`src/rtl/synprog_pkg.sv`:
```
package synprog_pkg;
  typedef struct packed {
    logic shiftEn;
    logic shiftBit;
    logic commit;
  } ctrl_strobe_t;
endpackage

```
`src/rtl/synprog_sync.sv`:
```
module synprog_sync #(
  parameter int WIDTH  = 1,
  parameter int STAGES = 2
) (
  input  logic             clk,
  input  logic             rstN,
  input  logic [WIDTH-1:0] din,
  output logic [WIDTH-1:0] dout
);
  logic [WIDTH-1:0] stage [STAGES];

  genvar g;
  generate
    for (g = 0; g < STAGES; g++) begin : g_stage
      if (g == 0) begin : g_first
        always_ff @(posedge clk or negedge rstN)
          if (!rstN) stage[g] <= '0;
          else       stage[g] <= din;
      end else begin : g_rest
        always_ff @(posedge clk or negedge rstN)
          if (!rstN) stage[g] <= '0;
          else       stage[g] <= stage[g-1];
      end
    end
  endgenerate

  assign dout = stage[STAGES-1];
endmodule

```
`src/rtl/synprog_ctrl.sv`:
```
module synprog_ctrl
  import synprog_pkg::*;
#(
  parameter int         SYNC_STAGES   = 2,
  parameter int         BYPASS_CYCLES = 16,
  parameter logic [2:0] ADDR_CODE     = 3'b011
) (
  input  logic         clk,
  input  logic         rstN,
  input  logic         serClk,
  input  logic         serData,
  input  logic         serLoad,
  input  logic [2:0]   modAddr,
  input  logic         ctrlBit,
  output ctrl_strobe_t strobes,
  output logic         bypassReq
);
  localparam int CNT_W = $clog2(BYPASS_CYCLES + 1);
  localparam logic [CNT_W-1:0] CNT_LOAD = CNT_W'(BYPASS_CYCLES);

  logic [5:0] rawIn, syncIn;
  logic       clkS, dataS, loadS;
  logic [2:0] addrS;
  logic       clkPrev, loadPrev;
  logic       gateOpen, clkRise, loadRise, loadAccepted;
  logic [CNT_W-1:0] bypassCnt;

  assign rawIn = {modAddr, serLoad, serData, serClk};

  synprog_sync #(.WIDTH(6), .STAGES(SYNC_STAGES)) u_sync (
    .clk  (clk),
    .rstN (rstN),
    .din  (rawIn),
    .dout (syncIn)
  );

  assign {addrS, loadS, dataS, clkS} = syncIn;

  always_ff @(posedge clk or negedge rstN) begin
    if (!rstN) begin
      clkPrev  <= 1'b0;
      loadPrev <= 1'b0;
    end else begin
      clkPrev  <= clkS;
      loadPrev <= loadS;
    end
  end

  assign gateOpen     = (addrS == ADDR_CODE);
  assign clkRise      = clkS & ~clkPrev;
  assign loadRise     = loadS & ~loadPrev;
  assign loadAccepted = loadRise & gateOpen;

  always_comb begin
    strobes.shiftEn  = clkRise & gateOpen;
    strobes.shiftBit = dataS;
    strobes.commit   = loadAccepted & ctrlBit;
  end

  always_ff @(posedge clk or negedge rstN) begin
    if (!rstN)                bypassCnt <= '0;
    else if (loadAccepted)    bypassCnt <= CNT_LOAD;
    else if (bypassCnt != '0) bypassCnt <= bypassCnt - 1'b1;
  end

  assign bypassReq = (bypassCnt != '0);

  // an accepted load edge raises the bypass request on the next cycle
  p_bypass_starts_r8: assert property (@(posedge clk) disable iff (!rstN)
    loadAccepted |=> bypassReq);

  // two load edges cannot be seen on consecutive cycles
  p_single_edge_r10: assert property (@(posedge clk) disable iff (!rstN)
    loadRise |=> !loadRise);
endmodule

```
`src/rtl/synprog_datapath.sv`:
```
module synprog_datapath
  import synprog_pkg::*;
#(
  parameter int R_W = 14,
  parameter int N_W = 10,
  parameter int A_W = 7
) (
  input  logic           clk,
  input  logic           rstN,
  input  ctrl_strobe_t   strobes,
  output logic           ctrlBit,
  output logic [R_W-1:0] rDiv,
  output logic [N_W-1:0] nDiv,
  output logic [A_W-1:0] aDiv,
  output logic           newData
);
  localparam int FRAME_W = R_W + N_W + A_W + 1;
  localparam int A_LO    = 1;
  localparam int N_LO    = A_LO + A_W;
  localparam int R_LO    = N_LO + N_W;

  logic [FRAME_W-1:0] frameSr;

  always_ff @(posedge clk or negedge rstN) begin
    if (!rstN)                frameSr <= '0;
    else if (strobes.shiftEn) frameSr <= {frameSr[FRAME_W-2:0], strobes.shiftBit};
  end

  assign ctrlBit = frameSr[0];

  always_ff @(posedge clk or negedge rstN) begin
    if (!rstN) begin
      rDiv    <= '0;
      nDiv    <= '0;
      aDiv    <= '0;
      newData <= 1'b0;
    end else begin
      newData <= strobes.commit;
      if (strobes.commit) begin
        rDiv <= frameSr[R_LO +: R_W];
        nDiv <= frameSr[N_LO +: N_W];
        aDiv <= frameSr[A_LO +: A_W];
      end
    end
  end

  // without a commit the latched ratios hold
  p_hold_without_commit_r5: assert property (@(posedge clk) disable iff (!rstN)
    !strobes.commit |=> ($stable(rDiv) && $stable(nDiv) && $stable(aDiv)));

  // a commit only occurs with the trailing control bit set
  p_commit_needs_ctrl_r4: assert property (@(posedge clk) disable iff (!rstN)
    strobes.commit |-> frameSr[0]);

  // the new-data strobe lasts one cycle
  p_newdata_single_r7: assert property (@(posedge clk) disable iff (!rstN)
    newData |=> !newData);
endmodule

```
`src/rtl/synprog_port.sv`:
```
module synprog_port
  import synprog_pkg::*;
#(
  parameter int         R_W           = 14,
  parameter int         N_W           = 10,
  parameter int         A_W           = 7,
  parameter int         SYNC_STAGES   = 2,
  parameter int         BYPASS_CYCLES = 16,
  parameter logic [2:0] ADDR_CODE     = 3'b011
) (
  input  logic           clk,
  input  logic           rstN,
  input  logic           serClk,
  input  logic           serData,
  input  logic           serLoad,
  input  logic [2:0]     modAddr,
  output logic [R_W-1:0] rDiv,
  output logic [N_W-1:0] nDiv,
  output logic [A_W-1:0] aDiv,
  output logic           newData,
  output logic           bypassReq
);
  ctrl_strobe_t strobes;
  logic         ctrlBit;

  synprog_ctrl #(
    .SYNC_STAGES   (SYNC_STAGES),
    .BYPASS_CYCLES (BYPASS_CYCLES),
    .ADDR_CODE     (ADDR_CODE)
  ) u_ctrl (
    .clk       (clk),
    .rstN      (rstN),
    .serClk    (serClk),
    .serData   (serData),
    .serLoad   (serLoad),
    .modAddr   (modAddr),
    .ctrlBit   (ctrlBit),
    .strobes   (strobes),
    .bypassReq (bypassReq)
  );

  synprog_datapath #(.R_W(R_W), .N_W(N_W), .A_W(A_W)) u_dp (
    .clk     (clk),
    .rstN    (rstN),
    .strobes (strobes),
    .ctrlBit (ctrlBit),
    .rDiv    (rDiv),
    .nDiv    (nDiv),
    .aDiv    (aDiv),
    .newData (newData)
  );

  // every commit coincides with an active bypass request
  p_newdata_bypass_r8: assert property (@(posedge clk) disable iff (!rstN)
    newData |-> bypassReq);
endmodule

```
`config.mk`:
```
export PLATFORM = sky130hd
export DESIGN_NAME = synprog_port
export DESIGN_NICKNAME = d
export VERILOG_FILES = /design/src/rtl/synprog_pkg.sv /design/src/rtl/synprog_sync.sv /design/src/rtl/synprog_ctrl.sv /design/src/rtl/synprog_datapath.sv /design/src/rtl/synprog_port.sv
export SDC_FILE = /design/constraint.sdc
export NUM_CORES = 1
export LEC_CHECK = 0
export BUFFER_PORTS_ARGS = -buffer_cell sky130_fd_sc_hd__buf_2
export CORE_MARGIN = 2
export CORE_UTILIZATION = 50
export DETAILED_ROUTE_END_ITERATION = 8
export GPL_TIMING_DRIVEN = 0
export PLACE_DENSITY = 0.72
export SLEW_MARGIN = 10
export SYNTH_ARGS = -nofsm -noshare
export SYNTH_HDL_FRONTEND = slang
export SYNTH_SLANG_ARGS = --single-unit
```
`constraint.sdc`:
```
create_clock -name clk -period 1.58 [get_ports clk]
set_input_delay 0.158 -clock clk [delete_from_list [all_inputs] [get_ports clk]]
set_output_delay 0.158 -clock clk [all_outputs]
set_load 0.005 [all_outputs]
```
==> flow_summary_export.csv, run 1 <==
group,metric,value,unit
grt,grt_pass1_vias,1567,
drt,drc_errors,0,
placed_design,place_congestion,0.675,
sta,drv_slew,0,
clock_network,cts_tree,"yes",
die,start_util,51.5,%
drt,routedWlPerCell,14.5,µm
clock_network,numCtsBuffers,9,
clock_network,h-tree-depth,3,
sta,max_slew.worst_pin.slew,0.664,ns
placed_design,post-place-ws,-0.0532,ns
grt,antenna_found_initial,0,
power,ir_drop,759,µV
drt,vias,1576,
sta,hold_viol_final,0,
sta,grt_setup_unrepaired,"yes",
worst_setup_path,timing.rr.end,"u_ctrl.bypassCnt[0]$_DFFE_PN0P_",
clock_network,cts_num_sinks,83,
logic_synthesis,synth_top_cell_area_share,68.5,%
sta,finClkSkew,0.00556,ns
die,die_y,81.9,µm
die,die_w,81.9,µm
logic_synthesis,synth_edf_count,0,
worst_setup_path,cp_max_fo,2,
run,drv_cap,0,
die,core,5890,µm²
grt,grt_max_degree,59,
logic_synthesis,synth_area_leaders,"dfrtp_1 (69%), mux2_2 (23%), buf_6 (1.1%), buf_4 (0.74%), nand3b_1 (0.74%)",
placed_design,placed_area,3350,µm²
worst_setup_path,critPathCaptureType,"output port",
final_layout,fin_util,62.9,%
logic_synthesis,synth_cells,177,
logic_synthesis,synth_top_flop_cell,"dfrtp_1",
placed_design,numPortBuffers,40,
outcome,violations,"negative setup slack",
final_layout,final_cell_area,3700,µm²
final_layout,nets,250,
sta,fmax,588,MHz
drt,ant_nets,0,
logic_synthesis,syn_nets,186,
drt,drt-initial-drc-count,53,
placed_design,dpl.hpwl,2990,µm
drt,avgViaCountPerCell,4.91,
clock_network,insertion_delay,0.34,ns
power,p_per_area,1170,nW/µm²
logic_synthesis,syn_area_per_cell,17.1,µm²
sta,setup_viol,1,
die,io_pins,41,
worst_setup_path,worst_ep_arrival_time,1.54,ns
logic_synthesis,yosysMostFrequentCell,"dfrtp_1",
power,total_power,4.32,mW
worst_setup_path,worst_setup_path_start_kind,"flop",
final_layout,n_antenna_cell,0,
clock_network,cts_buffer_depth,2,
worst_setup_path,worstRegToRegCells,6,
worst_setup_path,rr_startpoint,"u_ctrl.bypassCnt[0]$_DFFE_PN0P_",
worst_setup_path,worstPathRequired,1.42,ns
logic_synthesis,synth-seq-cells,83,
logic_synthesis,synth_top_cell_by_area,"dfrtp_1",
clock_network,cts_root_buffer,"clkbuf_8",
drt,wirelength,4640,µm
sta,fin_crit_sh,108,%
sta,finalCriticalPeriod,1.70,ns
sta,setup_ws,-0.121,ns
grt,grt_remaining_overflow,0,
worst_setup_path,ff2ff_setup_slack,0.02,ns
final_layout,drive_above_1_share,56.9,%
logic_synthesis,yosysWarnings,0,
final_layout,syn_to_final_growth,22.1,%
clock_network,clkTransAtPathRegs,0.07,ns
power,power.leakage,1.95,nW
logic_synthesis,postSynth.asyncResetShare,100,%
outcome,outcome,"complete, but fails checks",
drt,drt-pass1-iter-count,4,
die,rows,28,
worst_setup_path,worstSetupPathType,"flop to output port",
sta,slew_headroom,55.7,%
logic_synthesis,seq_area_frac_synth,68.5,%
die,dieArea,6700,µm²
logic_synthesis,synth_commonest_cells,"dfrtp_1 (83), mux2_2 (62)",
logic_synthesis,synth_area,3030,µm²
grt,grt_pass1_wl,7480,µm
grt,grt_usage,15.6,%
worst_setup_path,crit_start,"u_ctrl.bypassCnt[0]$_DFFE_PN0P_",
logic_synthesis,ys_types,22,
worst_hold_path,hold_class,"input port to asynchronous set/reset pin",
where the power goes:
part           internal, mW  switching, mW  total [mW]  leakage (nW)
clock network         0.765          0.704        1.47        0.0991
registers              2.23         0.0763        2.31          1.12
logic                 0.310          0.239       0.549         0.736
total                  3.31           1.02        4.32          1.95
metal layers:
metal / up-vias / part of all wire (%) / GRT usage [%]
met5: - / 0 / 0
met4: 0 / 2.1 / 10.0
met3: 9 / 4.4 / 4.73
met2: 30 / 47 / 23.0
met1: 798 / 46 / 20.0
li1: 739 / - / -
cell usage in the layout, fill, tap and decap left out, types with 2 or more instances in the layout:
cell type       n
dfrtp_1        83
dlygate4sd3_1   7
clkbuf_8       10
a21oi_1         2
nand2b_1        3
mux2_2         62
clkinv_2        3
buf_2          38
buf_6           5
inv_2           2
nor2_1          2
nand3b_1        3
buf_4           9
what timing repair did:
item,in CTS,in global routing
resized for setup,10,1
setup buffers,6,0
pin swaps,2,1
setup endpoints to repair,56,6
endpoints found under the hold margin,31,0
hold buffers,7,0
flip-flops by register name (all words and copies together) (netlist names):
name and flops:
u_dp.newData 1, u_dp.aDiv 7, u_dp.rDiv 14, u_ctrl.bypassCnt 5, u_ctrl.loadPrev 1, u_ctrl.clkPrev 1
u_dp.frameSr 32, u_dp.nDiv 10, u_ctrl.u_sync.stage 6, u_ctrl.u_sync.dout 6
critical path: stages, from the launching register on:
cell	delay [ns]
dfrtp_1	0.39
inv_2	0.08
ha_4	0.13
or4b_4	0.47
buf_6	0.13
stage by stage:
stage,hold WS [ns],std cells,setup TNS (ns)
after floorplan,-0.138,177,0
final,0.267,321,-0.121
after detailed placement,0.0896,293,-0.267
after global placement,0.267,292,-22.57
after global routing,0.296,321,-0.244
after CTS,0.272,322,-0.359
worst max path at each step:
| stage | end | cells after the start |
|---|---|---|
| 3_5_place_dp | u_ctrl.bypassCnt[0]$_DFFE_PN0P_ | 6 |
| 4_1_cts | bypassReq | 5 |
| 3_3_place_gp | u_dp.frameSr[15]$_DFFE_PN0P_ | 1 |
| 5_1_grt | bypassReq | 4 |
| 2_1_floorplan | u_ctrl.bypassCnt[0]$_DFFE_PN0P_ | 6 |
| 6_report | bypassReq | 4 |
kinds of logic after synthesis:
family,Yosys count,share of synthesized area [%]
compound gates,4,0.991
mux,63,23.4
simple gates,16,4.09
buf+inv,9,2.27
flops,83,68.5
fa+ha+maj,1,0.413
xor+xnor,1,0.289
cell type report:
| type | instances | area (µm²) |
|---|---|---|
| well taps | 75 | 93.8 |
| inverters | 2 | 7.51 |
| clock inverters | 5 | 52.6 |
| clock buffers | 11 | 141 |
| multi-input cells | 85 | 916 |
| fillers | 465 | 2190 |
| flip-flops and latches | 83 | 2080 |
| repair buffers | 54 | 355 |
| plain buffers | 6 | 56.3 |
Power figures use the tool's default switching activity.
==> run 2: changes to the inputs <==
- PLACE_DENSITY: 0.72 -> not set
- PLACE_DENSITY_LB_ADDON: not set -> 0.08
- SKIP_LAST_GASP: not set -> 1
==> run 2 against run 1 <==
The run still ends with negative setup slack left; critical path depth unchanged; global-route usage rose by 1.5 points; sequential share of layout area down 0.057 points; sequential cell count stayed put; clock skew rose by 0.0031 ns; final cell count unchanged; via count rose by 2.9%; first-iteration DRC count decreased by 28%; design area grew 0.10%; setup slack better by 0.015 ns; largest power group unchanged; highest routed layer unchanged.
==> flow_summary_export.csv, run 2 (synthesis gave the netlist of run 1 again) <==
group,metric,value,unit
final_layout,layout_common_cells,"dfrtp_1 (83), mux2_2 (62), buf_2 (38)",
die,io_pins,41,
drt,drt-initial-drc-count,38,
sta,hold_viol_final,0,
final_layout,fillers,433,
worst_setup_path,cp_cell_sequence,"inv_2 -> ha_4 -> or4b_4 -> buf_6",
placed_design,dpl.hpwl,3370,µm
sta,setup_ws,-0.106,ns
final_layout,syn_to_final_growth,22.2,%
power,ir_drop,651,µV
die,core,5890,µm²
sta,fin_crit_sh,107,%
sta,setup_viol,1,
worst_setup_path,worstSetupPathType,"flop to output port",
placed_design,post-place-ws,-0.0555,ns
clock_network,numCtsBuffers,9,
grt,grt_max_degree,55,
clock_network,cts_num_sinks,83,
worst_setup_path,worst_setup_path_start_kind,"flop",
worst_setup_path,cp_num_buf_inv,2,
placed_design,place_congestion,0.701,
worst_setup_path,critPathCaptureType,"output port",
die,rows,28,
clock_network,cts_root_buffer,"clkbuf_8",
grt,grt_pass1_wl,8310,µm
worst_setup_path,cp_max_fo,2,
grt,antenna_found_initial,0,
sta,finalCriticalPeriod,1.69,ns
placed_design,numPortBuffers,40,
worst_setup_path,worstPathRequired,1.42,ns
sta,fmax,593,MHz
final_layout,fin_cells,321,
final_layout,regMostFlops,"u_dp.frameSr",
worst_setup_path,path_delay_family,"simple AND/OR/NAND/NOR gates",
die,die_y,81.9,µm
sta,drv_slew,0,
worst_setup_path,worst_ep_arrival_time,1.53,ns
outcome,violations,"negative setup slack",
worst_setup_path,critPathSlowestCell,"or4b_4",
grt,grt_usage,17.1,%
final_layout,nets,251,
die,dieArea,6700,µm²
final_layout,n_antenna_cell,0,
outcome,outcome,"complete, but fails checks",
final_layout,mostFrequentLayoutCell,"dfrtp_1",
final_layout,fin_util,62.9,%
worst_setup_path,cpPeakStageDelay,0.47,ns
final_layout,largestRegisters,"u_dp.frameSr (32), u_dp.rDiv (14), u_dp.nDiv (10)",
clock_network,h-tree-depth,3,
sta,grt_setup_unrepaired,"yes",
drt,routedWlPerCell,15.6,µm
sta,finClkSkew,0.00866,ns
drt,avgViaCountPerCell,5.05,
die,start_util,51.5,%
drt,drc_errors,0,
drt,vias,1621,
power,power.leakage,1.95,nW
final_layout,drive_above_1_share,56.9,%
drt,drt-pass1-iter-count,4,
clock_network,cts_buffer_depth,2,
worst_setup_path,worstRegToRegCells,6,
power,p_per_area,1160,nW/µm²
grt,grt_pass1_vias,1716,
clock_network,cts_tree,"yes",
clock_network,clkTransAtPathRegs,0.08,ns
worst_hold_path,hold_class,"input port to asynchronous set/reset pin",
worst_setup_path,path_depth,4,
sta,max_slew.worst_pin.slew,0.678,ns
sta,tns,-0.106,ns
die,die_w,81.9,µm
grt,grt_remaining_overflow,0,
final_layout,largest_register_ffs,32,
run,drv_cap,0,
sta,slew_headroom,54.7,%
clock_network,insertion_delay,0.34,ns
placed_design,placed_cells_incl_taps,293,
drt,ant_nets,0,
drt,wirelength,5010,µm
run 2: cell types whose count changed in the layout (fill, tap and decap cells not counted), sizes merged:
cell,change
clkinvlp,+1
clkbuf,-1
buf,+1
clkinv,-1
run 2: area by class of cell:
class                   instances  area [µm²]  share of cell area, %
inverters                       2        7.51                  0.203
multi-input cells              85         916                   24.7
clock buffers                  10         128                   3.45
clock inverters                 5        55.1                   1.49
repair buffers                 55         363                   9.80
flip-flops and latches         83        2080                   56.1
well taps                      75        93.8                   2.53
plain buffers                   6        63.8                   1.72
run 2: power breakdown:
group          internal [mW]  switching [mW]  total (mW)
clock                  0.716           0.699        1.42
combinational          0.303           0.243       0.546
sequential              2.23          0.0876        2.32
run 2: final timing paths:
| check | start | end | slack, ns |
|---|---|---|---|
| min in group clk | u_ctrl.u_sync.stage[11]$_DFF_PN0_ | u_ctrl.u_sync.dout[5]$_DFF_PN0_ | 0.35 |
| worst min register to register | u_ctrl.u_sync.stage[11]$_DFF_PN0_ | u_ctrl.u_sync.dout[5]$_DFF_PN0_ | 0.35 |
| max in group asynchronous | rstN | u_dp.frameSr[7]$_DFFE_PN0P_ | 0.71 |
| worst min-delay path | rstN | u_dp.frameSr[19]$_DFFE_PN0P_ | 0.29 |
| worst max register to register | u_ctrl.bypassCnt[0]$_DFFE_PN0P_ | u_ctrl.bypassCnt[2]$_DFFE_PN0P_ | 0.03 |
| worst max-delay path | u_ctrl.bypassCnt[0]$_DFFE_PN0P_ | bypassReq | -0.11 |
run 2: metal layers:
| metal | share of wire (%) | track usage [%] | vias up | wire, µm |
|---|---|---|---|---|
| met5 | 0 | 0 | - | 0 |
| met2 | 51 | 26.3 | 29 | 2560 |
| met3 | 4.1 | 4.18 | 8 | 205 |
| met4 | 1.7 | 9.00 | 0 | 85 |
| met1 | 43 | 22.5 | 830 | 2160 |
| li1 | - | - | 754 | - |
run 2: metrics by stage:
step / area [µm²] / total power [mW] / hold slack, ns
2_1_floorplan: 3030 / 2.59 / -0.138
5_1_grt: 3700 / 4.49 / 0.325
3_5_place_dp: 3350 / 2.74 / 0.114
3_3_place_gp: 3320 / 2.67 / 0.267
4_1_cts: 3690 / 4.33 / 0.289
6_report: 3700 / 4.28 / 0.290
run 2: what timing repair did:
item                                    in CTS  in global routing
pin swaps                                    2                  1
endpoints found under the setup margin      34                 63
setup buffers                                6                  1
hold buffers                                 7                  0
gates resized for setup                      9                  4
hold endpoints to repair                    35                  0
